**src/rtl/ea_pkg.sv**
```systemverilog
package ea_pkg;
  typedef enum logic [1:0] {
    ST_IDLE,
    ST_INDEX,
    ST_FETCH_WAIT,
    ST_DONE
  } eaState_e;

  typedef struct packed {
    logic loadInstr;   // capture fields from the instruction word
    logic loadFetched; // capture fields from the fetched word
    logic useFetchIdx; // register port addresses the hop target
    logic saveEff;     // keep computed address as hop target
    logic bumpHop;     // count one indirect fetch
    logic finish;      // publish result
    logic flagErr;     // published result carries the limit error
  } eaStrobe_t;
endpackage

```
**src/rtl/ea_datapath.sv**
```systemverilog
module ea_datapath
  import ea_pkg::*;
#(
  parameter int ADDR_W   = 18,
  parameter int WORD_W   = 36,
  parameter int IDX_W    = 4,
  parameter int MAX_HOPS = 8
) (
  input  logic              clk,
  input  logic              rstN,
  input  eaStrobe_t         strobe,
  input  logic [WORD_W-1:0] instrWord,
  input  logic [WORD_W-1:0] regData,
  input  logic [WORD_W-1:0] memData,
  output logic [IDX_W-1:0]  regIdx,
  output logic [ADDR_W-1:0] memAddr,
  output logic              curIndirect,
  output logic              atLimit,
  output logic              eIsReg,
  output logic [ADDR_W-1:0] effAddr,
  output logic              chainError
);
  localparam int IND_POS = ADDR_W + IDX_W;
  localparam int FLD_W   = IND_POS + 1;
  localparam int HOP_W   = $clog2(MAX_HOPS + 1);

  logic [IDX_W-1:0]  curX;
  logic [ADDR_W-1:0] curY;
  logic [ADDR_W-1:0] eReg;
  logic [HOP_W-1:0]  hopCnt;
  logic [ADDR_W-1:0] effQ;
  logic              errQ;

  logic [ADDR_W-1:0] idxVal;
  logic [ADDR_W-1:0] sumE;
  logic [FLD_W-1:0]  fetchFld;
  logic              unusedHighBits;

  assign unusedHighBits = ^{instrWord[WORD_W-1:FLD_W], regData[WORD_W-1:FLD_W],
                            memData[WORD_W-1:FLD_W]};

  assign regIdx  = strobe.useFetchIdx ? eReg[IDX_W-1:0] : curX;
  assign idxVal  = (curX != '0) ? regData[ADDR_W-1:0] : '0;
  assign sumE    = curY + idxVal;
  assign eIsReg  = (eReg[ADDR_W-1:IDX_W] == '0);
  assign memAddr = eReg;
  assign atLimit = (hopCnt == HOP_W'(MAX_HOPS));
  assign fetchFld = eIsReg ? regData[FLD_W-1:0] : memData[FLD_W-1:0];

  always_ff @(posedge clk or negedge rstN) begin
    if (!rstN) begin
      curIndirect <= 1'b0;
      curX        <= '0;
      curY        <= '0;
      eReg        <= '0;
      hopCnt      <= '0;
      effQ        <= '0;
      errQ        <= 1'b0;
    end else begin
      if (strobe.loadInstr) begin
        curIndirect <= instrWord[IND_POS];
        curX        <= instrWord[IND_POS-1:ADDR_W];
        curY        <= instrWord[ADDR_W-1:0];
        hopCnt      <= '0;
      end else if (strobe.loadFetched) begin
        curIndirect <= fetchFld[IND_POS];
        curX        <= fetchFld[IND_POS-1:ADDR_W];
        curY        <= fetchFld[ADDR_W-1:0];
      end
      if (strobe.saveEff) eReg <= sumE;
      if (strobe.bumpHop) hopCnt <= hopCnt + 1'b1;
      if (strobe.finish) begin
        effQ <= sumE;
        errQ <= strobe.flagErr;
      end
    end
  end

  assign effAddr    = effQ;
  assign chainError = errQ;
endmodule

```
**src/rtl/ea_control.sv**
```systemverilog
module ea_control
  import ea_pkg::*;
(
  input  logic      clk,
  input  logic      rstN,
  input  logic      start,
  input  logic      memValid,
  input  logic      curIndirect,
  input  logic      atLimit,
  input  logic      eIsReg,
  output eaStrobe_t strobe,
  output logic      memReq,
  output logic      done
);
  eaState_e state, nextState;

  always_comb begin
    nextState = state;
    strobe    = '0;
    memReq    = 1'b0;
    done      = 1'b0;
    unique case (state)
      ST_IDLE: begin
        if (start) begin
          strobe.loadInstr = 1'b1;
          nextState        = ST_INDEX;
        end
      end
      ST_INDEX: begin
        if (!curIndirect) begin
          strobe.finish = 1'b1;
          nextState     = ST_DONE;
        end else if (atLimit) begin
          strobe.finish  = 1'b1;
          strobe.flagErr = 1'b1;
          nextState      = ST_DONE;
        end else begin
          strobe.saveEff = 1'b1;
          strobe.bumpHop = 1'b1;
          nextState      = ST_FETCH_WAIT;
        end
      end
      ST_FETCH_WAIT: begin
        strobe.useFetchIdx = 1'b1;
        if (eIsReg) begin
          strobe.loadFetched = 1'b1;
          nextState          = ST_INDEX;
        end else begin
          memReq = 1'b1;
          if (memValid) begin
            strobe.loadFetched = 1'b1;
            nextState          = ST_INDEX;
          end
        end
      end
      ST_DONE: begin
        done      = 1'b1;
        nextState = ST_IDLE;
      end
      default: nextState = ST_IDLE;
    endcase
  end

  always_ff @(posedge clk or negedge rstN) begin
    if (!rstN) state <= ST_IDLE;
    else       state <= nextState;
  end
endmodule

```
**src/rtl/ea_sequencer.sv**
```systemverilog
module ea_sequencer
  import ea_pkg::*;
#(
  parameter int ADDR_W   = 18,
  parameter int WORD_W   = 36,
  parameter int IDX_W    = 4,
  parameter int MAX_HOPS = 8
) (
  input  logic              clk,
  input  logic              rstN,
  input  logic              start,
  input  logic [WORD_W-1:0] instrWord,
  output logic [IDX_W-1:0]  regIdx,
  input  logic [WORD_W-1:0] regData,
  output logic              memReq,
  output logic [ADDR_W-1:0] memAddr,
  input  logic              memValid,
  input  logic [WORD_W-1:0] memData,
  output logic [ADDR_W-1:0] effAddr,
  output logic              done,
  output logic              chainError
);
  eaStrobe_t strobe;
  logic      curIndirect;
  logic      atLimit;
  logic      eIsReg;

  ea_control u_ctrl (
    .clk(clk), .rstN(rstN), .start(start), .memValid(memValid),
    .curIndirect(curIndirect), .atLimit(atLimit), .eIsReg(eIsReg),
    .strobe(strobe), .memReq(memReq), .done(done)
  );

  ea_datapath #(
    .ADDR_W(ADDR_W), .WORD_W(WORD_W), .IDX_W(IDX_W), .MAX_HOPS(MAX_HOPS)
  ) u_dp (
    .clk(clk), .rstN(rstN), .strobe(strobe), .instrWord(instrWord),
    .regData(regData), .memData(memData), .regIdx(regIdx), .memAddr(memAddr),
    .curIndirect(curIndirect), .atLimit(atLimit), .eIsReg(eIsReg),
    .effAddr(effAddr), .chainError(chainError)
  );
endmodule

```
**config.mk**
```make
export PLATFORM = sky130hd
export DESIGN_NAME = ea_sequencer
export DESIGN_NICKNAME = d
export VERILOG_FILES = /design/src/rtl/ea_pkg.sv /design/src/rtl/ea_datapath.sv /design/src/rtl/ea_control.sv /design/src/rtl/ea_sequencer.sv
export SDC_FILE = /design/constraint.sdc
export NUM_CORES = 1
export LEC_CHECK = 0
export ABC_AREA = 1
export BUFFER_PORTS_ARGS = -buffer_cell sky130_fd_sc_hd__buf_4
export CORE_MARGIN = 2
export CORE_UTILIZATION = 52
export DETAILED_ROUTE_END_ITERATION = 12
export HOLD_SLACK_MARGIN = 0.06
export MAX_ROUTING_LAYER = met4
export PLACE_DENSITY = 0.87
export REMOVE_ABC_BUFFERS = 1
export SETUP_SLACK_MARGIN = 0.5
export SYNTH_ARGS = -nofsm -noshare
export SYNTH_HDL_FRONTEND = slang
export SYNTH_SLANG_ARGS = --single-unit
```
**constraint.sdc**
```tcl
create_clock -name clk -period 4.74 [get_ports clk]
set_input_delay 0 -clock clk [delete_from_list [all_inputs] [get_ports clk]]
set_output_delay 0 -clock clk [all_outputs]
set_load 0.03 [all_outputs]
```
==> results of run 1 <==
[cells by family after synthesis]
kind of cell / after synthesis
buffers and inverters: 76
DFF: 66
adders and majority gates: 20
xor gates and xnor gates: 8
and+or+nand+nor: 369
AOI/OAI and AO/OA: 66
[through the flow]
stage / hold slack [ns] / total power [W] / util (%) / cell area, um2 / instances
floorplan: -0.296 / 0.00269 / - / 4130 / 582
global placement: 0.137 / 0.00341 / 66.1 / 5160 / 804
detailed placement: 0.147 / 0.00349 / 66.1 / 5160 / 804
CTS: 0.209 / 0.00410 / 75.0 / 5850 / 869
global route: 0.256 / 0.00449 / 75.0 / 5850 / 869
finish: 0.226 / 0.00414 / 75.0 / 5850 / 869
[power by group]
group,total (W),internal [W],switching (W)
sequential,0.00105,0.000841,0.000211
clock,0.000486,0.000246,0.000240
combinational,0.00260,0.000954,0.00165
[metal layers]
layer	wire length (um)	share of wire, %	up-vias	global-route usage (%)
met2	6300	49	184	50.6
met3	689	5.4	34	4.17
met4	278	2.2	0	10.3
li1	-	-	2280	-
met1	5480	43	2235	40.6
met5	0	0	-	-
[worst min path at each step]
stage,start,slack (ns),endpoint
after detailed placement,rstN,0.15,u_ctrl.state[1]
after CTS,regData[0],0.21,u_dp.effAddr[0]
final,regData[0],0.23,u_dp.effAddr[0]
after global routing,regData[0],0.26,u_dp.memAddr[0]
after global placement,rstN,0.14,u_ctrl.state[1]
after floorplan,rstN,-0.30,u_ctrl.state[0]
[state kept, by name, indices dropped and copies added, names as in the netlist]
name              count
u_dp.memAddr         18
u_dp.effAddr         18
u_ctrl.state          2
u_dp.hopCnt           4
u_dp.curY            18
u_dp.curIndirect      1
u_dp.chainError       1
u_dp.curX             4
[synth_stat cells, drive strengths merged]
cell type	count
a21oi	17
and2	2
buf	8
clkbuf	15
clkinv	1
dfrtp	66
fa	1
ha	19
inv	52
nand2	225
nand3	82
nand3b	9
nand4	2
nor2	45
nor3	3
o211ai	23
o21ai	25
o22ai	1
or2	1
xnor2	4
xor2	4
[what timing repair did]
item,4_1_cts,5_1_grt
setup buffers,0,0
hold endpoints to repair,91,0
endpoints found under the setup margin,0,0
hold buffers,49,0
[worst min-delay path, stage by stage]
cell and delay [ns]:
buf_4 0.09, inv_1 0.03, nor2_1 0.10, ha_1 0.13, inv_1 0.04, o21ai_0 0.15
[final cells by class]
type,instances,area share [%]
inverters,53,3.40
multi-input cells,463,39.0
clock inverters,7,1.30
well taps,102,2.18
clock buffers,9,2.12
flip-flops and latches,66,28.2
repair buffers,169,23.8
==> metrics.md, run 1 <==
| Metric | Value |
|---|---|
| Fin. max-slew vios | 0 |
| Library cells used by synthesis | 28 |
| Area growth syn-to-layout | 38.2% |
| Global-route wire length before repair | 21,400 um |
| # port buffers | 115 |
| Setup Crit Path Kind | reg2reg |
| Yosys warning count | 0 |
| Latest clock arrival within the worst-skew pair | 0.35 ns |
| Compound-Gate Fraction of Synth Area | 9.46% |
| Worst flop-to-flop path endpoint | u_dp.curY[11] |
| Final Hold Fails | 0 |
| Top delay family on crit path | buffers and inverters |
| Worst path bufs/invs | 4 |
| Die W | 94.2 um |
| Syn Area/Cell | 7.00 um2 |
| Routed vias/inst | 5.45 |
| Slew HR | 25.4% |
| Worst Path Arrival | 3.29 ns |
| H-tree levels | 3 |
| Leakage | 3.12 nW |
| Slowest cell on crit path | dlygate4sd3_1 |
| Peak VDD IR | 0.000264 V |
| Crit path top cell by count | buf_4 |
| Crit path to | u_dp.curY[11] |
| First-pass DRT Iterations | 5 |
| Final net count | 894 |
| RSZ-0062 raised after global routing | false |
| Worst EP required | 5.03 ns |
| ANT nets after route | 0 |
| Worst-path clk slew | 0.08 ns |
| Core area | 7810 um2 |
| I/O Pins | 155 |
| Finish-stage setup viols | 0 |
| Congestion Overflow GR | 0 |
| Fin crit period | 3.00 ns |
| Clock tree sinks | 66 |
| Worst Setup Start Kind | flip-flop |
| Final WL | 12,700 um |
| Die ar. | 8880 um2 |
| Sequential Area | 1650 um2 |
| Critical path depth in cells | 11 |
| GRT Total Usage | 31.2% |
| FMAX | 0.333 GHz |
| Yosys reg bits | 66 |
| Main combinational cell family by area after synthesis | simple AND/OR/NAND/NOR gates |
| HP Class | in2reg |
| Dpl hpwl | 8530 um |
| Slowest cell delay on critical path | 0.60 ns |
| DR vias | 4,733 |
| Final Skew | 0.0122 ns |
| Hold Path Cell Cnt | 6 |
| Synth Area in Simple Gates | 36.7% |
| Post-synth design cell area | 4230 um2 |
| Pre-CTS setup slack | 2.01 ns |
| Largest cells by area after synthesis | dfrtp_1, nand2_1, nand3_1 |
| Critical-path cell list | nor2_1 -> nand2_1 -> nor3_4 -> buf_4 -> nand2_2 -> buf_4 -> a21oi_4 -> buf_4 -> o211ai_1 -> dlygate4sd3_1 -> nand2_1 |
| Adder-cell share of the synthesized area | 6.09% |
| Status | completed |
| Final worst-path setup slack | 1.74 ns |
| Setup TNS Final | 0 ns |
| Pin count of the biggest net entering global routing | 67 |
| # DRC | 0 |
| Maximum capacitance violations | 0 |
| Multi-input logic area | 2280 um2 |
| Post-Synth XOR/XNOR Area | 1.65% |
| Reg2reg start | u_dp.memAddr[9] |
| CTS resizes | 0 |
| Worst-path maximum fanout | 25 |
| Initial antenna violation count | 0 |
| Antenna Cells | 0 |
| Most frequent cells in the layout | nand2_1, buf_4, nand3_1 |
| Cells on worst reg2reg path | 11 |
| Setup crit end kind | flip-flop |
| Slew at the pin closest to its max-slew limit | 1.12 ns |
| Filler instances | 611 |
| DIE HEIGHT | 94.2 um |
| Crit share post-route | 63.3% |
| Layout cells sized above 1 | 18.5% |
| WL/cell | 14.7 um |
| Site row count | 32 |
| Total CTS buffers | 9 |
| Origin of the worst setup path | u_dp.memAddr[9] |
| Post-synthesis sequential area ratio | 39.0% |
| Initial Util | 54.2% |
| Most common cell after layout, fill and taps aside | nand2_1 |
| 1st-iter DRT viols | 243 |
| Top-area cell type share of the netlist area | 39.0% |
| Mapped Cells | 605 |
| Clock root buffer | clkbuf_8 |
| Power Density | 707 nW/um2 |
| Vias in the first global route | 4,661 |
| Reg2Reg Setup Slack | 1.74 ns |
| CTS tree | yes |
| Area leader, netlist | dfrtp_1 |
| GPL Wtd Cong | 0.944 |
| CTS max path bufs | 2 |
| Mux cell area share after synthesis | 0% |
Power figures use the tool's default switching activity.
==> run 2, diff against run 1 <==
--- a/config.mk
+++ b/config.mk
@@ -5,14 +5,14 @@
 export SDC_FILE = /design/constraint.sdc
 export NUM_CORES = 1
 export LEC_CHECK = 0
-export ABC_AREA = 1
+export ABC_AREA = 0
 export BUFFER_PORTS_ARGS = -buffer_cell sky130_fd_sc_hd__buf_4
 export CORE_MARGIN = 2
-export CORE_UTILIZATION = 52
+export CORE_UTILIZATION = 45
 export DETAILED_ROUTE_END_ITERATION = 12
 export HOLD_SLACK_MARGIN = 0.06
 export MAX_ROUTING_LAYER = met4
-export PLACE_DENSITY = 0.87
+export PLACE_DENSITY = 0.81
 export REMOVE_ABC_BUFFERS = 1
 export SETUP_SLACK_MARGIN = 0.5
 export SYNTH_ARGS = -nofsm -noshare
==> constraint.sdc (replaced) <==
create_clock -name clk -period 2.54 [get_ports clk]
set_input_delay 0 -clock clk [delete_from_list [all_inputs] [get_ports clk]]
set_output_delay 0 -clock clk [all_outputs]
set_load 0.03 [all_outputs]
==> metrics.md, run 2 <==
| Metric | Value |
|---|---|
| Most frequent cells in the layout | buf_4, nand2_1, dfrtp_1 |
| Finish-stage setup viols | 26 |
| Main combinational cell family by area after synthesis | simple AND/OR/NAND/NOR gates |
| Largest cells by area after synthesis | dfrtp_1, nand2_1, ha_1 |
| # port buffers | 115 |
| Post-synth EDFFs | 0 |
| Total CTS buffers | 9 |
| Final Hold Fails | 0 |
| Site row count | 34 |
| First-pass DRT Iterations | 9 |
| Async S/R FF share, synth | 100% |
| Vias in the first global route | 4,545 |
| RSZ-0062 raised after global routing | true |
| Filler instances | 515 |
| Mux cell area share after synthesis | 7.41% |
| Clock tree sinks | 66 |
| Reg2Reg Setup Slack | -0.63 ns |
| Final Skew | 0.00728 ns |
| Failing checks | negative setup slack |
| Worst Setup Start Kind | flip-flop |
| Latest clock arrival within the worst-skew pair | 0.36 ns |
| WL/cell | 20.7 um |
| Area growth syn-to-layout | 62.7% |
| Routed vias/inst | 6.03 |
| Synth Area in Simple Gates | 20.3% |
| Synth Flop Type | dfrtp_1 |
| Syn Area/Cell | 8.64 um2 |
| Final net count | 798 |
| Post-Synth XOR/XNOR Area | 3.49% |
| Fin. max-slew vios | 0 |
| PnR Total Power | 0.0102 W |
| Area leader, netlist | dfrtp_1 |
| FMAX | 0.316 GHz |
| Die ar. | 9700 um2 |
| Antenna Cells | 0 |
| CTS max path bufs | 2 |
| Slowest cell delay on critical path | 0.42 ns |
| Compound-Gate Fraction of Synth Area | 18.4% |
| Pin count of the biggest net entering global routing | 67 |
| Setup Crit Path Kind | reg2reg |
| HP Class | in2reg |
| Number of instances in the placed design | 705 |
| GPL Wtd Cong | 0.947 |
| Die W | 98.5 um |
| Yosys reg bits | 66 |
| GRT Total Usage | 29.0% |
| I/O Pins | 155 |
| Status | finished with violations |
| Top-count cell post-synth | nand2_1 |
| Congestion Overflow GR | 0 |
| CTS tree | yes |
| ANT nets after route | 0 |
| Commonest cells post-synth | nand2_1, dfrtp_1, nor2_1, o21ai_0, a21oi_1 |
| Power Density | 1560 nW/um2 |
| Peak VDD IR | 0.000739 V |
| Slowest cell on crit path | dfrtp_1 |
| Leakage | 3.20 nW |
| Fin crit period | 3.17 ns |
| Clock root buffer | clkbuf_8 |
| Post-synth design cell area | 4020 um2 |
| Most common cell after layout, fill and taps aside | buf_4 |
| Final worst-path setup slack | -0.627 ns |
| 1st-iter DRT viols | 436 |
| Adder-cell share of the synthesized area | 6.42% |
| Core area | 8680 um2 |
| DR vias | 4,689 |
| Global-route wire length before repair | 21,900 um |
| Initial Util | 46.3% |
| Worst path bufs/invs | 3 |
| Crit path top cell by count | buf_6 |
| Final WL | 16,100 um |
| Top delay family on crit path | simple AND/OR/NAND/NOR gates |
| H-tree levels | 3 |
| Yosys warning count | 0 |
| Initial antenna violation count | 0 |
| Worst EP required | 2.78 ns |
| # DRC | 0 |
| Mapped Cells | 465 |
| Non-Filler Instances | 778 |
| Dpl hpwl | 8230 um |
| Setup crit end kind | flip-flop |
| Crit share post-route | 125% |
| Critical-path cell list | nor4_4 -> buf_6 -> buf_6 -> buf_4 -> and2b_1 -> ha_4 -> a211oi_1 -> nor2_1 -> nor3_1 -> xnor2_1 -> nand3b_1 -> o311ai_1 |
| DIE HEIGHT | 98.5 um |
| Layout cells sized above 1 | 39.4% |
| Slew HR | 43.0% |
| Slew at the pin closest to its max-slew limit | 0.856 ns |
| Post-synthesis sequential area ratio | 41.1% |
| Library cells used by synthesis | 50 |
| Worst Path Arrival | 3.41 ns |
| Worst-path clk slew | 0.08 ns |
| Worst-path maximum fanout | 9 |
| Maximum capacitance violations | 0 |
| Top-area cell type share of the netlist area | 41.1% |
-- run 2: final timing paths --
| path | start | end | cells past startpoint |
|---|---|---|---|
| worst max-delay path | u_dp.curX[3] | u_dp.effAddr[16] | 12 |
| worst min-delay path | memData[10] | u_dp.curY[10] | 5 |
| worst max register to register | u_dp.curX[3] | u_dp.effAddr[16] | 12 |
| worst min register to register | u_dp.effAddr[15] | u_dp.effAddr[15] | 2 |
| max in group asynchronous | rstN | u_dp.curY[1] | 2 |
| min in group asynchronous | rstN | u_dp.effAddr[16] | 2 |
-- run 2: kinds of logic (layout without fill, tap and decap cells) --
family | count (synthesis) | count (layout)
simple gates | 177 | 177
compound gates | 128 | 128
flops | 66 | 66
mux | 29 | 29
buf+inv | 29 | 234
fa+ha+maj | 20 | 20
xor+xnor | 16 | 16
-- run 2: repair_timing --
action                                  4_1_cts  5_1_grt
endpoints found under the setup margin       55       55
pin swaps                                    26       11
setup buffers                                11       12
gates resized for setup                      72       46
hold buffers                                 35        0
hold endpoints to repair                     91        0
-- run 2: cell type report --
type | instances | area (um2) | area share, %
Clock inverter | 2 | 35.0 | 0.536
Inverter | 4 | 15.0 | 0.230
Sequential cell | 66 | 1650 | 25.3
Timing Repair Buffer | 215 | 1770 | 27.1
Multi-Input combinational cell | 370 | 2760 | 42.2
Tap cell | 108 | 135 | 2.07
Clock buffer | 13 | 169 | 2.58
-- run 2: worst register-to-register path: cells and delay by family, from the launching register on --
family          cells  cell delay (ns)
xor+xnor            1             0.23
fa+ha+maj           1             0.25
simple gates        5             1.26
compound gates      2             0.45
flops               1             0.42
buf+inv             3             0.44
-- run 2: power by group --
group          total, W  switching (W)  internal [W]
logic           0.00717        0.00408       0.00309
registers       0.00205       0.000492       0.00156
clock network  0.000954       0.000426      0.000528
-- run 2: stage by stage --
step	setup TNS (ns)	cell area (um2)	util, %	hold slack, ns	setup WS (ns)
final	-10.21	6540	75.3	0.0514	-0.627
after global routing	-11.39	6540	75.3	0.0782	-0.648
after CTS	-4.68	6200	71.4	0.0611	-0.476
after detailed placement	-10.00	5260	60.6	0.146	-0.718
after global placement	-7.02	5260	60.6	0.143	-0.625
after floorplan	-57.40	3920	-	-0.296	-1.54
-- run 2: routing by layer --
metal  GRT usage (%)  share of wire, %  vias to the layer above
li1                -                 -                     2032
met1            32.2                36                     2194
met2            50.1                49                      348
met3            4.96               8.5                      115
met4            15.0               6.7                        0
met5               -                 0                        -
